## config.mk

```make
export PLATFORM = sky130hd
export DESIGN_NAME = win_alert_top
export DESIGN_NICKNAME = d
export VERILOG_FILES = /design/src/rtl/win_alert_pkg.sv /design/src/rtl/win_alert_regs.sv /design/src/rtl/win_alert_cmp.sv /design/src/rtl/win_alert_flags.sv /design/src/rtl/win_alert_top.sv
export SDC_FILE = /design/constraint.sdc
export NUM_CORES = 1
export LEC_CHECK = 0
export ABC_AREA = 1
export CORE_UTILIZATION = 30
export CTS_CLUSTER_DIAMETER = 150
export DETAILED_ROUTE_END_ITERATION = 10
export PLACE_DENSITY_LB_ADDON = 0.25
export SYNTH_ARGS = -nofsm -noshare
export SYNTH_HDL_FRONTEND = slang
export SYNTH_HIERARCHICAL = 1
export SYNTH_SLANG_ARGS = --single-unit
export TNS_END_PERCENT = 10
```

## constraint.sdc

```tcl
create_clock -name clk -period 8.9 [get_ports clk]
set_input_delay 2.67 -clock clk [delete_from_list [all_inputs] [get_ports clk]]
set_output_delay 2.67 -clock clk [all_outputs]
set_load 0.03 [all_outputs]
```

## src/rtl/win_alert_pkg.sv

```systemverilog
`timescale 1ns/1ps
package win_alert_pkg;
  localparam int REG_W  = 16;
  localparam int RES_W  = 12;
  localparam int PAD_W  = REG_W - RES_W;
  localparam int ADDR_W = 5;

  localparam logic [ADDR_W-1:0] A_FLAG_HI = 5'd24;
  localparam logic [ADDR_W-1:0] A_FLAG_LO = 5'd25;
  localparam logic [ADDR_W-1:0] A_PINCTL  = 5'd26;

  // upper two address bits select the register bank
  typedef enum logic [1:0] {
    BANK_HI  = 2'd0,
    BANK_LO  = 2'd1,
    BANK_HY  = 2'd2,
    BANK_CTL = 2'd3
  } bank_e;

  function automatic bank_e bank_of(input logic [ADDR_W-1:0] a);
    return bank_e'(a[ADDR_W-1:ADDR_W-2]);
  endfunction
endpackage

```

## src/rtl/win_alert_regs.sv

```systemverilog
`timescale 1ns/1ps
module win_alert_regs
  import win_alert_pkg::*;
#(
  parameter int NUM_CH = 8
) (
  input  logic                  clk,
  input  logic                  rst_n,
  input  logic                  we,
  input  logic [ADDR_W-1:0]     addr,
  input  logic [RES_W-1:0]      lim_data,
  input  logic [1:0]            ctl_data,
  output logic [RES_W-1:0]      hi_lim [NUM_CH],
  output logic [RES_W-1:0]      lo_lim [NUM_CH],
  output logic [RES_W-1:0]      hys    [NUM_CH],
  output logic                  pin_oe,
  output logic                  pin_pol,
  output logic [REG_W-1:0]      rd_cfg
);
  localparam int IDX_W = ADDR_W - 2;

  logic [IDX_W-1:0] idx;
  bank_e            bank;

  assign idx  = addr[IDX_W-1:0];
  assign bank = bank_of(addr);

  always_ff @(posedge clk or negedge rst_n) begin
    if (!rst_n) begin
      for (int c = 0; c < NUM_CH; c++) begin
        hi_lim[c] <= '1;
        lo_lim[c] <= '0;
        hys[c]    <= '0;
      end
      pin_oe  <= 1'b0;
      pin_pol <= 1'b0;
    end else if (we) begin
      for (int c = 0; c < NUM_CH; c++) begin
        if (int'(idx) == c) begin
          case (bank)
            BANK_HI: hi_lim[c] <= lim_data;
            BANK_LO: lo_lim[c] <= lim_data;
            BANK_HY: hys[c]    <= lim_data;
            default: ;
          endcase
        end
      end
      if (addr == A_PINCTL) begin
        pin_oe  <= ctl_data[0];
        pin_pol <= ctl_data[1];
      end
    end
  end

  always_comb begin
    rd_cfg = '0;
    for (int c = 0; c < NUM_CH; c++) begin
      if (int'(idx) == c) begin
        case (bank)
          BANK_HI: rd_cfg = {hi_lim[c], {PAD_W{1'b0}}};
          BANK_LO: rd_cfg = {lo_lim[c], {PAD_W{1'b0}}};
          BANK_HY: rd_cfg = {hys[c],    {PAD_W{1'b0}}};
          default: ;
        endcase
      end
    end
    if (addr == A_PINCTL) rd_cfg = {{(REG_W-2){1'b0}}, pin_pol, pin_oe};
  end
endmodule

```

## src/rtl/win_alert_cmp.sv

```systemverilog
`timescale 1ns/1ps
module win_alert_cmp
  import win_alert_pkg::*;
#(
  parameter int NUM_CH = 8,
  parameter int CH_W   = 3
) (
  input  logic              clk,
  input  logic              rst_n,
  input  logic              acc,
  input  logic [CH_W-1:0]   chan,
  input  logic [RES_W-1:0]  code,
  input  logic [RES_W-1:0]  hi_lim [NUM_CH],
  input  logic [RES_W-1:0]  lo_lim [NUM_CH],
  input  logic [RES_W-1:0]  hys    [NUM_CH],
  output logic [NUM_CH-1:0] set_hi,
  output logic [NUM_CH-1:0] set_lo
);
  for (genvar c = 0; c < NUM_CH; c++) begin : g_ch
    logic           arm_hi_q, arm_lo_q;
    logic           hit, over, under, back_hi, back_lo;
    logic [RES_W:0] code_plus_hy, lo_plus_hy;

    assign hit          = acc && (chan == CH_W'(c));
    assign over         = code > hi_lim[c];
    assign under        = code < lo_lim[c];
    // extra bit keeps the sums exact near full scale
    assign code_plus_hy = {1'b0, code} + {1'b0, hys[c]};
    assign lo_plus_hy   = {1'b0, lo_lim[c]} + {1'b0, hys[c]};
    assign back_hi      = code_plus_hy < {1'b0, hi_lim[c]};
    assign back_lo      = {1'b0, code} > lo_plus_hy;

    assign set_hi[c] = hit && arm_hi_q && over;
    assign set_lo[c] = hit && arm_lo_q && under;

    always_ff @(posedge clk or negedge rst_n) begin
      if (!rst_n) begin
        arm_hi_q <= 1'b1;
        arm_lo_q <= 1'b1;
      end else if (hit) begin
        if (arm_hi_q && over)        arm_hi_q <= 1'b0;
        else if (!arm_hi_q && back_hi) arm_hi_q <= 1'b1;
        if (arm_lo_q && under)       arm_lo_q <= 1'b0;
        else if (!arm_lo_q && back_lo) arm_lo_q <= 1'b1;
      end
    end
  end
endmodule

```

## src/rtl/win_alert_flags.sv

```systemverilog
`timescale 1ns/1ps
module win_alert_flags
  import win_alert_pkg::*;
#(
  parameter int NUM_CH = 8
) (
  input  logic              clk,
  input  logic              rst_n,
  input  logic [NUM_CH-1:0] set_hi,
  input  logic [NUM_CH-1:0] set_lo,
  input  logic              we,
  input  logic [ADDR_W-1:0] addr,
  input  logic [NUM_CH-1:0] clr_data,
  input  logic              pin_oe,
  input  logic              pin_pol,
  output logic [NUM_CH-1:0] flag_hi,
  output logic [NUM_CH-1:0] flag_lo,
  output logic              alert_out,
  output logic              alert_en,
  output logic [REG_W-1:0]  rd_flags
);
  logic [NUM_CH-1:0] clr_hi, clr_lo;
  logic              any_flag;

  assign clr_hi = (we && addr == A_FLAG_HI) ? clr_data : '0;
  assign clr_lo = (we && addr == A_FLAG_LO) ? clr_data : '0;

  // a fresh event on the same edge outranks the clear
  always_ff @(posedge clk or negedge rst_n) begin
    if (!rst_n) begin
      flag_hi <= '0;
      flag_lo <= '0;
    end else begin
      flag_hi <= (flag_hi & ~clr_hi) | set_hi;
      flag_lo <= (flag_lo & ~clr_lo) | set_lo;
    end
  end

  assign any_flag  = |{flag_hi, flag_lo};
  assign alert_en  = pin_oe;
  assign alert_out = pin_oe & (pin_pol ? any_flag : ~any_flag);

  always_comb begin
    rd_flags = '0;
    if (addr == A_FLAG_HI) rd_flags = {{(REG_W-NUM_CH){1'b0}}, flag_hi};
    if (addr == A_FLAG_LO) rd_flags = {{(REG_W-NUM_CH){1'b0}}, flag_lo};
  end
endmodule

```

## src/rtl/win_alert_top.sv

```systemverilog
`timescale 1ns/1ps
module win_alert_top
  import win_alert_pkg::*;
#(
  parameter int NUM_CH = 8,
  localparam int CH_W  = (NUM_CH > 1) ? $clog2(NUM_CH) : 1
) (
  input  logic              clk,
  input  logic              rst_n,
  input  logic              res_valid,
  output logic              res_ready,
  input  logic [CH_W-1:0]   res_chan,
  input  logic [RES_W-1:0]  res_data,
  input  logic              reg_we,
  input  logic [ADDR_W-1:0] reg_addr,
  input  logic [REG_W-1:0]  reg_wdata,
  output logic [REG_W-1:0]  reg_rdata,
  output logic              alert_out,
  output logic              alert_en
);
  logic [RES_W-1:0]  hi_lim [NUM_CH];
  logic [RES_W-1:0]  lo_lim [NUM_CH];
  logic [RES_W-1:0]  hys    [NUM_CH];
  logic              pin_oe, pin_pol;
  logic [NUM_CH-1:0] set_hi, set_lo, flag_hi, flag_lo;
  logic [REG_W-1:0]  rd_cfg, rd_flags;
  logic              ready_q, acc;

  always_ff @(posedge clk or negedge rst_n) begin
    if (!rst_n) ready_q <= 1'b0;
    else        ready_q <= 1'b1;
  end

  assign res_ready = ready_q;
  assign acc       = res_valid && ready_q;

  win_alert_regs #(.NUM_CH(NUM_CH)) u_regs (
    .clk      (clk),
    .rst_n    (rst_n),
    .we       (reg_we),
    .addr     (reg_addr),
    .lim_data (reg_wdata[REG_W-1:PAD_W]),
    .ctl_data (reg_wdata[1:0]),
    .hi_lim   (hi_lim),
    .lo_lim   (lo_lim),
    .hys      (hys),
    .pin_oe   (pin_oe),
    .pin_pol  (pin_pol),
    .rd_cfg   (rd_cfg)
  );

  win_alert_cmp #(.NUM_CH(NUM_CH), .CH_W(CH_W)) u_cmp (
    .clk    (clk),
    .rst_n  (rst_n),
    .acc    (acc),
    .chan   (res_chan),
    .code   (res_data),
    .hi_lim (hi_lim),
    .lo_lim (lo_lim),
    .hys    (hys),
    .set_hi (set_hi),
    .set_lo (set_lo)
  );

  win_alert_flags #(.NUM_CH(NUM_CH)) u_flags (
    .clk       (clk),
    .rst_n     (rst_n),
    .set_hi    (set_hi),
    .set_lo    (set_lo),
    .we        (reg_we),
    .addr      (reg_addr),
    .clr_data  (reg_wdata[NUM_CH-1:0]),
    .pin_oe    (pin_oe),
    .pin_pol   (pin_pol),
    .flag_hi   (flag_hi),
    .flag_lo   (flag_lo),
    .alert_out (alert_out),
    .alert_en  (alert_en),
    .rd_flags  (rd_flags)
  );

  // the two read sources decode disjoint addresses
  assign reg_rdata = rd_cfg | rd_flags;
endmodule

```

==> metrics.txt, run 1 <==
Max Clk Rate=119.6 MHz; DR iter-0 viols=2726; final hold vios=0; GPL Wtd Cong=0.9423; Sw Ratio=0.4411; Clk pwr share=0.228; Vias=30170; Worst Setup Slack post-DPL=0.6039 ns; Final Max Tran Viols=0; CP max stage delay=0.99 ns; sequential-to-total area share from yosys stat=0.2542; final WL=119600 µm; post-cts resize count=0; maximum buffer depth of the clock tree=3; Worst-Skew Late Latency=0.59 ns; endpoints failing setup=0; grt total ovfl=0; Post-route DRC=0; Post-synth top cells=nand2_1 (1260), ha_1 (560), inv_1 (557); wire length of the first global-routing pass=178900 µm; number of hold buffers added after cts=0; critical path class=in2out; number of enable flip-flop cells after synthesis=0; Synth top area share=0.2166; Syn-to-layout area delta=11.03%; fin util=0.3359; DP Wirelength=92130 µm; FF+latch count, synth=323; Clock transition at path regs=0.06 ns; Core ar.=106900 µm²; number of global-route vias before repair=28620; CP max FO=22; Post-CTS Setup Inserts=0; status=finished clean; clock sinks=323; die height=330.3 µm; Synth Warn #=6; Syn Inst Count=4518; die area=109100 µm²; max cap viols=0; startpoint types=primary input; CTS tree=built; Worst Path Required=6.23 ns; sequential share of power=0.294; Post-Syn Area per Cell=7.159 µm²; maximum vdd ir drop=0.1109 mV; worst-path cell chain=clkdlybuf4s50_1 -> nand2_1 -> inv_1 -> nor2_1 -> a21oi_1 -> nand2_1 -> nand2_1 -> nand2_1 -> nand2_1 -> inv_1 -> nand2_1 -> buf_12; 1st-pass router iterations=6; post-route ant nets=0; HP Class=reg2reg; Netlist Area Pre-Place=32340 µm²; minimum clock period=8.359 ns; distinct cell type count after synthesis=54; top post-synthesis cells by area=ha_1 (22%), dfrtp_1 (16%), nand2_1 (15%), dfstp_2 (9.1%), inv_1 (6.5%); Pwr per Cell Area=230.1 nW/µm²; overall power=8261 µW; Rel. slew slack=0.1485; CP endpoint kind=primary output; initial antenna violation count=9; routed len/inst=20.01 µm; Setup Skew=0.04012 ns; NumNets Final=5153; die width=330.3 µm; Async S/R FF share, synth=1.000; setup tns final=0 ns; Starting Density=0.3026; cell mode on critical path=nand2_1; Psw=3644 µW; Port Buf Inserts=58; DR vias/cell=5.048; Comb power frac=0.478; maximum number of pins on one net before global-route repair=166; final setup margin=0.5412 ns; P_int=4617 µW; TritonCTS buffer count=40; layout cells sized above 1=0.07026; htree depth=2; Pleak=0.01787 µW; Placed Cells=5898; cell with the most instances after synthesis=nand2_1; I/O pin count=59; gr usage total=0.2177; Final Cycle Share=0.9392; area leader, netlist=ha_1; # rows=120; Root Buffer=clkbuf_16; Critical-path top delay cell=nor2_1; Non-Filler Instances=5976; RSZ-0062 raised after global routing=false; Critical Path AT=5.69 ns; Slew @ Worst Pin=1.273 ns; Post-synth top flop=dfrtp_1
[path summary, 6_finish.rpt]
check	startpoint	to	slack [ns]	cells past startpoint
max in group asynchronous	rst_n	u_flags/flag_lo[2]	5.26	2
worst min-delay path	u_cmp/g_ch[2].arm_hi_q	u_cmp/g_ch[2].arm_hi_q	0.47	2
worst max register to register	u_regs/hys[0]	u_cmp/g_ch[7].arm_lo_q	5.75	18
worst max-delay path	reg_addr[3]	reg_rdata[6]	0.54	12
worst min register to register	u_cmp/g_ch[2].arm_hi_q	u_cmp/g_ch[2].arm_hi_q	0.47	2
min in group asynchronous	rst_n	u_regs/lo_lim[39]	2.14	1
[sequential cells by signal, summed over array words and instances (netlist names)]
name                 count
u_cmp/g_ch.arm_lo_q      8
u_flags/flag_lo          8
u_flags/flag_hi          8
res_ready                1
u_regs/pin_oe            1
u_regs/pin_pol           1
u_cmp/g_ch.arm_hi_q      8
u_regs/hi_lim           96
u_regs/lo_lim           96
u_regs/hys              96
[critical path: cells and delay by family]
family                 cells  cell delay (ns)
buffers and inverters      4             1.02
AND/OR/NAND/NOR            7             1.80
AO/OA/AOI/OAI              1             0.19
[metal layers]
metal / track usage / share of wire / wire length, µm
met5: 0 / 0.00022 / 26
met4: 0.05049 / 0.024 / 2892
met3: 0.03671 / 0.065 / 7779
met2: 0.3219 / 0.41 / 49270
met1: 0.3257 / 0.50 / 59600
[power by group through the flow]
stage | Combinational, µW | Clock (µW) | Sequential [µW]
2_1_floorplan | 3020 | 0 | 2120
3_3_place_gp | 3850 | 0 | 2450
3_5_place_dp | 3910 | 0 | 2440
4_1_cts | 3940 | 1910 | 2420
5_1_grt | 4610 | 1960 | 2460
6_report | 3950 | 1880 | 2430
[per-stage QoR]
stage / hold slack, ns / cell area (µm²)
2_1_floorplan: 0.4434 / 32370
3_3_place_gp: 0.4526 / 34400
3_5_place_dp: 0.4563 / 34400
4_1_cts: 0.4667 / 35900
5_1_grt: 0.4925 / 35900
6_report: 0.4677 / 35910
[area by class of cell]
type / count / area, µm²
Fill cell: 11450 / 70990
Multi-Input combinational cell: 3503 / 21360
Sequential cell: 323 / 8223
Inverter: 566 / 2125
Tap cell: 1403 / 1755
Clock buffer: 53 / 1120
Timing Repair Buffer: 103 / 938.4
Clock inverter: 21 / 380.4
Antenna cell: 4 / 10.01
[placed cells by master, fill, tap and decap left out, drive strengths merged, types with 25 or more instances in the layout]
master         netlist  routed
clkbuf              51      53
ha                 560     560
buf                 83      69
nor3                42      42
o21ai              349     349
xnor2               55      55
nand3              249     249
xor2               103     103
dfstp              112     112
nor2               251     251
a21o                25      25
a21oi              419     419
nand2             1263    1263
nand4               53      53
dfrtp              211     211
inv                565     569
clkdlybuf4s50        0      34
[kinds of logic (layout without fill, tap and decap cells)]
| kind of cell | after synthesis | after routing | synth area share |
|---|---|---|---|
| compound gates | 884 | 884 | 0.1492 |
| fa+ha+maj | 576 | 576 | 0.2265 |
| xor+xnor | 158 | 158 | 0.04279 |
| buf+inv | 700 | 743 | 0.08685 |
| other cells | 3 | 15 | 0.0003481 |
| flops | 323 | 323 | 0.2542 |
| simple gates | 1874 | 1874 | 0.2400 |
Power figures use the tool's default switching activity.
==> run 2, diff against run 1 <==
Settings changed: CORE_UTILIZATION 30 to 40.
==> run 2 against run 1 <==
Effect of this change: register-to-register slack barely moved; sequential share of layout area is 0.31 points higher; flip-flop and latch count unchanged; via count is 2.1% higher; fmax increased by 1.9%; clock power about the same; combinational power about the same; cell area shrank 1.3%; die area down 25%; non-clock buffer count down 1; first-iteration DRC count rose by 22%; critical endpoint is now reg_rdata[15].
==> metrics.txt, run 2 (same netlist as run 1, synthesis figures left out) <==
Post-route DRC=0; top flop regs=u_regs/hi_lim x96, u_regs/hys x96, u_regs/lo_lim x96; Slew @ Worst Pin=1.337 ns; Critical-path top delay cell=clkdlybuf4s50_1; clock sinks=323; DP Wirelength=87540 µm; I/O pin count=59; Clock transition at path regs=0.06 ns; most frequent cells in the layout=nand2_1 (1260), ha_1 (560), inv_1 (553); number of hold buffers added after cts=0; HP Class=reg2reg; wire length of the first global-routing pass=176000 µm; CP endpoint kind=primary output; gr usage total=0.2818; Clk pwr share=0.225; post-cts resize count=0; maximum vdd ir drop=0.1190 mV; antenna cell count=0; endpoints failing setup=0; Pwr per Cell Area=232.3 nW/µm²; number of global-route vias before repair=28360; 1st-pass router iterations=6; maximum number of pins on one net before global-route repair=143; DR iter-0 viols=3332; commonest non-fill, non-tap cell in the layout=nand2_1; maximum buffer depth of the clock tree=3; startpoint types=primary input; Worst Path Required=6.23 ns; grt total ovfl=0; Worst Setup Slack post-DPL=0.7476 ns; Root Buffer=clkbuf_16; Comb power frac=0.481; Syn-to-layout area delta=9.559%; DR vias/cell=5.481; worst-path cell chain=clkdlybuf4s50_1 -> buf_4 -> nor2_4 -> buf_4 -> nand2_1 -> nand4_1 -> nand2_1 -> nand2_1 -> nand2_1 -> nand2_1 -> nand2_1 -> nand2_1 -> nand2_1 -> nand2_1 -> inv_1 -> nand2_1 -> buf_4; htree depth=2; Fin Hold WS=0.4649 ns; Placed Cells=5544; design area=35440 µm²; P_int=4599 µW; # rows=103; CP max FO=27; final WL=116800 µm; Starting Density=0.4068; Sw Ratio=0.4413; Rel. slew slack=0.1078; die height=286.4 µm; minimum clock period=8.205 ns; status=finished clean; TritonCTS buffer count=41; GPL Wtd Cong=0.9965; Port Buf Inserts=58; Pleak=0.01786 µW; CP max stage delay=0.68 ns; NumNets Final=5153; RSZ-0062 raised after global routing=false; sequential share of power=0.295; critical path class=in2out; Setup Skew=0.03143 ns; final hold vios=0; final setup margin=0.6951 ns; Psw=3633 µW; routed len/inst=20.78 µm; Vias=30800; layout cells sized above 1=0.07091; die area=82000 µm²; post-route ant nets=0; Max Clk Rate=121.9 MHz; Core ar.=79520 µm²; Worst-Skew Late Latency=0.59 ns; max cap viols=0; Final Max Tran Viols=0; setup tns final=0 ns; Critical Path AT=5.53 ns; initial antenna violation count=3; Post-CTS Setup Inserts=0; Non-Filler Instances=5619; cell mode on critical path=nand2_1; post-place instance area=33960 µm²; die width=286.4 µm; CTS tree=built; Final Cycle Share=0.9219
run 2: cell types whose count changed in the layout (fill, tap and decap cells not counted), moves of 2 or more:
cell and delta:
buf_4 -2, bufinv_16 -2, clkbuf_16 +3, clkinv_2 +4, diode_2 -4, inv_1 -4, inv_2 +3
run 2: layout make-up:
class | instances | area, µm²
clock buffer | 55 | 1181
clock inverter | 20 | 291.5
fill | 8130 | 44080
inverter | 566 | 2125
multi-input combinational | 3503 | 21360
sequential | 323 | 8223
tap | 1050 | 1314
timing repair buffer | 102 | 943.4
run 2: worst paths after layout:
path | startpoint | end | slack (ns) | cells past startpoint
max | reg_addr[3] | reg_rdata[15] | 0.70 | 17
min | u_cmp/g_ch[2].arm_hi_q | u_cmp/g_ch[2].arm_hi_q | 0.46 | 2
max reg2reg | u_regs/hys[24] | u_cmp/g_ch[5].arm_lo_q | 5.76 | 19
min reg2reg | u_cmp/g_ch[2].arm_hi_q | u_cmp/g_ch[2].arm_hi_q | 0.46 | 2
max in group asynchronous | rst_n | u_regs/hys[9] | 5.45 | 2
min in group asynchronous | rst_n | u_regs/pin_pol | 2.12 | 1
run 2: critical path, delay by kind of cell:
kind,cells,cell delay [ns]
simple gates,12,1.38
buf+inv,5,1.45
run 2: power groups by stage:
stage / logic (µW) / clock network, µW / registers, µW
after floorplan: 3020 / 0 / 2120
after CTS: 3930 / 1870 / 2400
after global routing: 4580 / 1920 / 2440
final: 3960 / 1850 / 2420
after global placement: 3820 / 0 / 2440
after detailed placement: 3900 / 0 / 2420
run 2: stage by stage:
| step | util | power [µW] |
|---|---|---|
| 2_1_floorplan | - | 5146 |
| 3_3_place_gp | 0.4271 | 6253 |
| 3_5_place_dp | 0.4271 | 6318 |
| 4_1_cts | 0.4456 | 8203 |
| 5_1_grt | 0.4456 | 8935 |
| 6_report | 0.4456 | 8231 |
run 2: per-layer routing:
metal	share of wire	GRT usage
met3	0.075	0.02909
met5	0.00020	0
met4	0.028	0.07968
met1	0.46	0.4060
met2	0.44	0.4444
